===== src/rtl/lfs_pkg.sv =====
package lfs_pkg;
  typedef enum logic [2:0] {
    FLT_NONE   = 3'd0,
    FLT_ARC    = 3'd1,
    FLT_SHORT  = 3'd2,
    FLT_OPEN   = 3'd3,
    FLT_OVP    = 3'd4,
    FLT_STRIKE = 3'd5
  } fault_e;
endpackage


===== src/rtl/lfs_hold_timer.sv =====
module lfs_hold_timer #(
  parameter int unsigned LIMIT = 8
) (
  input  logic clk_i,
  input  logic rst_ni,
  input  logic act_i,
  output logic expire_o
);
  localparam int unsigned W = (LIMIT > 1) ? $clog2(LIMIT) : 1;
  localparam logic [W-1:0] LAST = W'(LIMIT - 1);

  logic [W-1:0] cnt_q;

  always_ff @(posedge clk_i or negedge rst_ni) begin
    if (!rst_ni)              cnt_q <= '0;
    else if (!act_i)          cnt_q <= '0;
    else if (cnt_q != LAST)   cnt_q <= cnt_q + 1'b1;
  end

  assign expire_o = act_i && (cnt_q == LAST);

  p_bound_r8: assert property (@(posedge clk_i) disable iff (!rst_ni) cnt_q <= LAST);
  p_restart_r8: assert property (@(posedge clk_i) disable iff (!rst_ni) !act_i |=> cnt_q == '0);
endmodule


===== src/rtl/lfs_pulse_count.sv =====
module lfs_pulse_count #(
  parameter int unsigned PULSES = 32
) (
  input  logic clk_i,
  input  logic rst_ni,
  input  logic act_i,
  input  logic pulse_i,
  output logic expire_o
);
  localparam int unsigned W = (PULSES > 1) ? $clog2(PULSES) : 1;
  localparam logic [W-1:0] LAST = W'(PULSES - 1);

  logic [W-1:0] cnt_q;

  always_ff @(posedge clk_i or negedge rst_ni) begin
    if (!rst_ni)                        cnt_q <= '0;
    else if (!act_i)                    cnt_q <= '0;
    else if (pulse_i && cnt_q != LAST)  cnt_q <= cnt_q + 1'b1;
  end

  assign expire_o = act_i && pulse_i && (cnt_q == LAST);

  p_ovp_clear_r7: assert property (@(posedge clk_i) disable iff (!rst_ni) !act_i |=> cnt_q == '0);
  p_ovp_hold_r7: assert property (@(posedge clk_i) disable iff (!rst_ni)
    act_i && !pulse_i |=> cnt_q == $past(cnt_q) || !$past(act_i));
endmodule


===== src/rtl/lamp_fault_sup.sv =====
module lamp_fault_sup
  import lfs_pkg::*;
#(
  parameter int unsigned SHORT_CYC  = 50_000,
  parameter int unsigned OPEN_CYC   = 500_000,
  parameter int unsigned STRIKE_CYC = 80_000_000,
  parameter int unsigned OVP_PULSES = 32,
  parameter int unsigned N_GATES    = 4
) (
  input  logic               clk_i,
  input  logic               rst_ni,
  input  logic               en_i,
  input  logic               arc_i,
  input  logic               short_i,
  input  logic               open_strike_i,
  input  logic               open_run_i,
  input  logic               ov_i,
  input  logic               pulse_i,
  input  logic               ignite_i,
  output logic               shutdown_o,
  output logic [N_GATES-1:0] gate_en_o,
  output logic [2:0]         fault_o,
  output logic               normal_o
);
  localparam int unsigned N_TMR = 3;
  localparam int unsigned LIM [N_TMR] = '{SHORT_CYC, OPEN_CYC, STRIKE_CYC};

  logic   sd_q, normal_q, run;
  fault_e code_q, code_n;
  logic [N_TMR-1:0] tmr_act, tmr_exp;
  logic   ovp_act, ovp_exp;

  assign run = en_i && !sd_q;

  // 0: short (normal), 1: open (normal), 2: open (striking, cleared on ignition)
  assign tmr_act[0] = run && normal_q && short_i;
  assign tmr_act[1] = run && normal_q && open_run_i;
  assign tmr_act[2] = run && !normal_q && !ignite_i && open_strike_i;
  assign ovp_act    = run && normal_q && ov_i;

  for (genvar i = 0; i < N_TMR; i++) begin : g_tmr
    lfs_hold_timer #(.LIMIT(LIM[i])) u_tmr (
      .clk_i    (clk_i),
      .rst_ni   (rst_ni),
      .act_i    (tmr_act[i]),
      .expire_o (tmr_exp[i])
    );
  end

  lfs_pulse_count #(.PULSES(OVP_PULSES)) u_ovp (
    .clk_i    (clk_i),
    .rst_ni   (rst_ni),
    .act_i    (ovp_act),
    .pulse_i  (pulse_i),
    .expire_o (ovp_exp)
  );

  always_comb begin
    code_n = FLT_NONE;
    if (run && arc_i)    code_n = FLT_ARC;
    else if (tmr_exp[0]) code_n = FLT_SHORT;
    else if (tmr_exp[1]) code_n = FLT_OPEN;
    else if (ovp_exp)    code_n = FLT_OVP;
    else if (tmr_exp[2]) code_n = FLT_STRIKE;
  end

  always_ff @(posedge clk_i or negedge rst_ni) begin
    if (!rst_ni) begin
      sd_q     <= 1'b0;
      code_q   <= FLT_NONE;
      normal_q <= 1'b0;
    end else if (!en_i) begin
      sd_q     <= 1'b0;
      code_q   <= FLT_NONE;
      normal_q <= 1'b0;
    end else if (!sd_q) begin
      if (code_n != FLT_NONE) begin
        sd_q   <= 1'b1;
        code_q <= code_n;
      end
      if (ignite_i) normal_q <= 1'b1;
    end
  end

  assign shutdown_o = sd_q;
  assign fault_o    = code_q;
  assign normal_o   = normal_q;
  assign gate_en_o  = {N_GATES{run}};

  p_disable_r1: assert property (@(posedge clk_i) disable iff (!rst_ni)
    !en_i |=> !shutdown_o && fault_o == 3'd0 && !normal_o);
  p_arc_r2: assert property (@(posedge clk_i) disable iff (!rst_ni)
    en_i && !shutdown_o && arc_i |=> shutdown_o && fault_o == 3'd1);
  p_short_mask_r4: assert property (@(posedge clk_i) disable iff (!rst_ni)
    !normal_q |-> !tmr_exp[0]);
  p_ignite_r9: assert property (@(posedge clk_i) disable iff (!rst_ni)
    en_i && !shutdown_o && ignite_i |=> normal_o);
  p_latch_r10: assert property (@(posedge clk_i) disable iff (!rst_ni)
    en_i && shutdown_o |=> shutdown_o);
  p_code_hold_r11: assert property (@(posedge clk_i) disable iff (!rst_ni)
    en_i && shutdown_o |=> $stable(fault_o));
endmodule


===== config.mk =====
export PLATFORM = sky130hd
export DESIGN_NAME = lamp_fault_sup
export DESIGN_NICKNAME = d
export VERILOG_FILES = /design/src/rtl/lfs_pkg.sv /design/src/rtl/lfs_hold_timer.sv /design/src/rtl/lfs_pulse_count.sv /design/src/rtl/lamp_fault_sup.sv
export SDC_FILE = /design/constraint.sdc
export NUM_CORES = 1
export LEC_CHECK = 0
export ABC_AREA = 1
export BUFFER_PORTS_ARGS = -buffer_cell sky130_fd_sc_hd__buf_4
export CAP_MARGIN = 10
export CORE_MARGIN = 3
export CORE_UTILIZATION = 46
export DETAILED_ROUTE_END_ITERATION = 6
export SLEW_MARGIN = 20
export SYNTH_ARGS = -nofsm -noshare
export SYNTH_HDL_FRONTEND = slang
export SYNTH_SLANG_ARGS = --single-unit
export TNS_END_PERCENT = 100

===== constraint.sdc =====
create_clock -name clk_i -period 1.6 [get_ports clk_i]
set_input_delay 0.32 -clock clk_i [delete_from_list [all_inputs] [get_ports clk_i]]
set_output_delay 0.32 -clock clk_i [all_outputs]
set_load 0.05 [all_outputs]

* Word-level counts from Yosys, hierarchy flattened *
Index checks and enable logic that the tools add are counted.

word-level totals
  output and inout bits = 9
  word-level logic and storage cells = 69
  bits in registers = 72
  input port bits = 10

cells by class
  eq/ne operators = 15
  muxes and demuxes = 22
  $add $sub $neg = 4
  reductions and logical operators = 21

operator list
  operator                 number
  $mux W27                 2
  $mux W19                 2
  $mux W16                 2
  $add A27 B1 Y27 const B  1
  $eq A27 B27 Y1 const B   1
  $ne A27 B27 Y1 const B   1
  $mux W3                  8
  $add A19 B1 Y19 const B  1
  $eq A19 B19 Y1 const B   1
  $ne A19 B19 Y1 const B   1
  $add A16 B1 Y16 const B  1
  $eq A16 B16 Y1 const B   1
  $ne A16 B16 Y1 const B   1
  $logic_and A1 B1 Y1      15
  $mux W5                  2
  $ne A2 B2 Y1 const B     5
  $mux W1                  6
  $add A5 B1 Y5 const B    1
  $eq A5 B5 Y1 const B     1
  $ne A5 B5 Y1 const B     1
  $ne A2 B1 Y1 const B     2
  $reduce_and A2 Y1        2
  $logic_not A1 Y1         3
  $reduce_bool A3 Y1       1

* Longest topological paths before layout *
  depth in word-level cells = 15
  depth in mapped cells = 10
  gate-level depth less buffers = 10

* Hierarchy *
Synthesis repeated with hierarchy kept, for this count alone.

second synthesis, totals
  cell total of the unflattened synthesis = 705
  area, all modules = 4767.1 sq um

by module, submodules not included
  module                            area each (sq um)  times used  seq. area each (sq um)  cells each
  lfs_hold_timer at g_tmr[2].u_tmr  1855.5             1           675.6                   276
  lfs_hold_timer at g_tmr[1].u_tmr  1267.5             1           475.5                   182
  lfs_hold_timer at g_tmr[0].u_tmr  1009.7             1           400.4                   156
  lamp_fault_sup                    356.6              1           125.1                   54
  lfs_pulse_count                   277.8              1           125.1                   37

* Worst setup path after synthesis *
OpenSTA, ideal clock, no wires.

  path type = reg-to-reg
  start = register u_ovp.cnt_q[0]
  end = register u_ovp.cnt_q[3]
  stages on the path, launching flop included = 11
  required time = 1.477 ns
  slack = -0.093 ns
  library setup time = 0.123 ns
  path buffers = 0
  period minus slack after synthesis = 1.693 ns
  arrival = 1.569 ns
  cell sequence = dfrtp_1 > ha_1 > inv_1 > nor3_1 > ha_1 > nor2_1 > inv_1 > nor2_1 > nand3_1 > o21ai_0 > a21oi_1

between the ends
  longest elaborated chain between the ends = 3
  elaborated cells between the ends (all ways) = 6
  classes of those cells = add/sub (1); eq/ne (2); mux (2); reduce/logical (1)

ends and longest elaborated chain
  item                                                   RTL line               text
  from (decl)                                            lfs_pulse_count.sv:13  logic [W-1:0] cnt_q;
  from (signal assigned)                                 lfs_pulse_count.sv:18  else if (pulse_i && cnt_q != LAST) cnt_q <= cnt_q + 1'b1;
  $add A5 B1 Y5 / $ne A5 B5 Y1 (equally long branches)   lfs_pulse_count.sv:18
  $mux W5 / $logic_and A1 B1 Y1 (equally long branches)  lfs_pulse_count.sv:18
  $mux W5 / $ne A2 B2 Y1 (equally long branches)         n/a

Parallel ways exist; a longest one is shown, timed or not. The select of a mux whose other input is x is not followed.
A chain may end at the register's enable or synchronous reset.

* Worst setup path in the final report *
  start = register g_tmr[2].u_tmr.cnt_q[0]
  end = register g_tmr[2].u_tmr.cnt_q[1]

between the ends
  longest elaborated chain between the ends = 3
  elaborated cells between the ends (all ways) = 5
  classes of those cells = add/sub (1); eq/ne (2); mux (2)

ends and longest elaborated chain
  item                    RTL line              text
  from (decl)             lfs_hold_timer.sv:12  logic [W-1:0] cnt_q;
  from (signal assigned)  lfs_hold_timer.sv:17  else if (cnt_q != LAST) cnt_q <= cnt_q + 1'b1;
  $add A27 B1 Y27         lfs_hold_timer.sv:17
  $mux W27                lfs_hold_timer.sv:17
  $mux W27                lfs_hold_timer.sv:16  else if (!act_i) cnt_q <= '0;

Parallel ways exist; a longest one is shown, timed or not. The select of a mux whose other input is x is not followed.

==> reports/qor.csv <==
metric,value,unit
worst setup timing slack at the placement stage,-0.02648,ns
power per cell area,691.8,nW/um^2
Synth Register Bits,72,
global-route wire length before repair,16450,um
via count of the first global-routing pass,3500,
number of endpoints with negative hold slack in the final report,0,
Final GP Congestion,0.9444,
switching power of the nets,866.8,uW
clock-pin slew on the worst setup and hold paths,0.07,ns
WL final,9951,um
top cells by area in the synthesized netlist,"dfrtp_1, nand2_1, nor2_1, inv_1, nand3_1",
Critical Path RT,1.84,ns
Tightest Pin Transition,0.4430,ns
sequential area share after synthesis,42.25,%
worst reg2reg setup slack,-0.03,ns
via density per instance,5.207,
Crit. End Element,flip-flop,
TritonCTS clock tree,built,
"most common cell after layout, fill and taps aside",nand2_1,
starting density of the core,48.19,%
Yosys top cell by area,dfrtp_1,
part of the total power dissipated in combinational logic,7.3,%
VDD IR-drop max,0.4298,mV
Max Clock Freq,0.6130,GHz
share of the synthesized area in the top cell type,42.25,%
path class of the lowest-slack min-delay path,in2reg,
Cell Count Post-Placement,701,
maxcap violations,0,
area of the placeable core,8848,um^2
number of antenna violations at the first check in global routing,0,
count of vias placed by the detailed router,3791,
design internal power,2719,uW
"Critical Path, Cell by Cell","ha_2, inv_2, nor2_4, nand2_4, nor3_2, nand4_1, buf_4, nand3_2, nand2_2",
routed wire length per instance,13.67,um
WP data arrival,1.87,ns
Mapped Avg Cell Area,7.753,um^2
end of the worst register-to-register path,g_tmr[2].u_tmr.cnt_q[1]$_DFFE_PN0P_,
placed instance area,4741,um^2
leading register cell type out of synthesis,dfrtp_1,
Post-synth ARST share,100.0,%
Nets,630,
final-layout setup total negative slack,-0.1028,ns
DR iter-0 viols,172,
RSZ-0062 raised after global routing,yes,
number of enable-type register cells in the synthesized netlist,0,
"top library cells by usage in the layout, fill and taps aside","nand2_1, dfrtp_1, inv_1",
Final Worst Setup Slack,-0.03136,ns
total CTS buffers,9,
htree depth,3,
Flop pwr share,51.4,%
Clock Latency Late Sink,0.35,ns
maximum fanout along the worst path,6,
origin of the critical flop-to-flop path,g_tmr[2].u_tmr.cnt_q[0]$_DFFE_PN0P_,
outcome,"complete, but fails checks",
Yosys cell types,36,
Core Rows,34,
global route total overflow,0,
fin crit period,1.631,ns
Gate Count Post-Synth,550,
worst-case reg-to-reg path depth,9,
Max clock buf depth,2,
critical path launch point type,flip-flop,
syn nets,565,
number of setup violations in the final report,8,
ratio of final minimum period to clock period,102.0,%
count of port buffers added during placement,18,
net switching fraction of the power,24.17,%
violated checks,negative setup slack,
die height,102.3,um
type of the worst setup path,reg2reg,
TritonCTS Sinks,72,
share of final-layout standard cells stronger than drive strength 1,26.61,%
DRC violations left,0,
final core utilization,58.58,%
Slew Limit Headroom,70.46,%
placed wire-length estimate after detailed placement,7296,um
leakage,0.002177,uW
number of nets still failing antenna checks after routing,0,
number of synthesis warnings,0,
Syn-to-layout area delta,21.57,%
Clock Skew,0.009081,ns
number of non-filler instances in the completed layout,728,
I/O pin count,19,
largest net degree at the start of global routing,73,
combined area of all synthesized cells,4264,um^2
Setup crit start,g_tmr[2].u_tmr.cnt_q[0]$_DFFE_PN0P_,
clock network power share,41.3,%
Pre-antenna DRT Iters,4,
Chip Width,102.3,um
Slowest Stage Delay on Critical Path,0.36,ns
ant diodes,0,
cell with the biggest individual delay on the critical path,dfrtp_1,
timing endpoint of the critical path,g_tmr[2].u_tmr.cnt_q[1]$_DFFE_PN0P_,
Pins Over Slew Limit,0,
total routing resource utilization after global routing,19.68,%
"final std cell area, no fill",5184,um^2
full die area,10460,um^2
cell chosen for the clock root,clkbuf_8,
-- area by class of cell --
cell class	instances	area, um^2
clock buffer	13	158.9
clock inverter	3	40.04
fill	833	3665
inverter	82	307.8
multi-input combinational	386	2238
sequential	72	1804
tap	108	135.1
timing repair buffer	64	499.2
-- layer usage --
layer | GRT usage (%) | part of all wire [%]
met5 | 0 | 0
met4 | 7.265 | 1.4
met3 | 2.457 | 2.7
met2 | 29.44 | 46
met1 | 29.17 | 50
-- timing repair --
action | in CTS | in global routing
hold buffers | 1 | 0
pin swaps | 3 | 15
gates resized for setup | 3 | 43
endpoints found under the hold margin | 51 | 0
buffers inserted | 0 | 10
setup endpoints to repair | 15 | 33
-- metrics by stage --
step	hold slack [ns]	power, uW
floorplan	0.02441	2019
global placement	0.3683	2130
detailed placement	0.3684	2133
CTS	0.2255	3610
global route	0.2557	3715
finish	0.2321	3586
-- worst min path at each step --
| stage | start | endpoint | slack (ns) | depth (start not counted) |
|---|---|---|---|---|
| after floorplan | rst_ni | fault_o[0]$_DFFE_PN0P_ | 0.02 | 0 |
| after global placement | rst_ni | g_tmr[2].u_tmr.cnt_q[23]$_DFFE_PN0P_ | 0.37 | 2 |
| after detailed placement | rst_ni | g_tmr[2].u_tmr.cnt_q[26]$_DFFE_PN0P_ | 0.37 | 2 |
| after CTS | en_i | fault_o[2]$_DFFE_PN0P_ | 0.23 | 3 |
| after global routing | en_i | fault_o[1]$_DFFE_PN0P_ | 0.26 | 3 |
| final | en_i | fault_o[2]$_DFFE_PN0P_ | 0.23 | 3 |
-- power groups by stage --
stage	Clock, uW	Sequential [uW]	Combinational [uW]
2_1_floorplan	0	1900	117
3_3_place_gp	0	1880	254
3_5_place_dp	0	1880	256
4_1_cts	1510	1840	258
5_1_grt	1590	1840	286
6_report	1480	1840	262
-- cell families after synthesis --
group	after synthesis	synth area share (%)
and+or+nand+nor	285	33.27
buffers and inverters	92	8.950
AOI/OAI and AO/OA	77	10.15
DFF	72	42.25
xor gates and xnor gates	19	3.903
adders and majority gates	5	1.467
-- cell usage after synthesis, types with 6 or more instances --
| cell type | instances |
|---|---|
| dfrtp_1 | 72 |
| o21ai_1 | 11 |
| o21ai_0 | 15 |
| a31oi_1 | 6 |
| a21oi_2 | 7 |
| nand2_1 | 87 |
| a21oi_1 | 32 |
| xor2_1 | 17 |
| nor2_1 | 69 |
| inv_1 | 66 |
| nor3_1 | 25 |
| nor2_4 | 6 |
| inv_2 | 16 |
| nand4_1 | 24 |
| nand3_1 | 46 |
-- worst max-delay path: cells and delay by family (launching register included) --
family | cells | cell delay [ns]
fa+ha+maj | 1 | 0.19
buf+inv | 2 | 0.29
flops | 1 | 0.36
simple gates | 6 | 0.68
-- state kept, by name (all words and copies together), names as in the netlist --
name,count
fault_o,3
u_ovp.cnt_q,5
g_tmr.u_tmr.cnt_q,62
normal_o,1
shutdown_o,1
No activity file was read; power rests on OpenSTA's default activity.
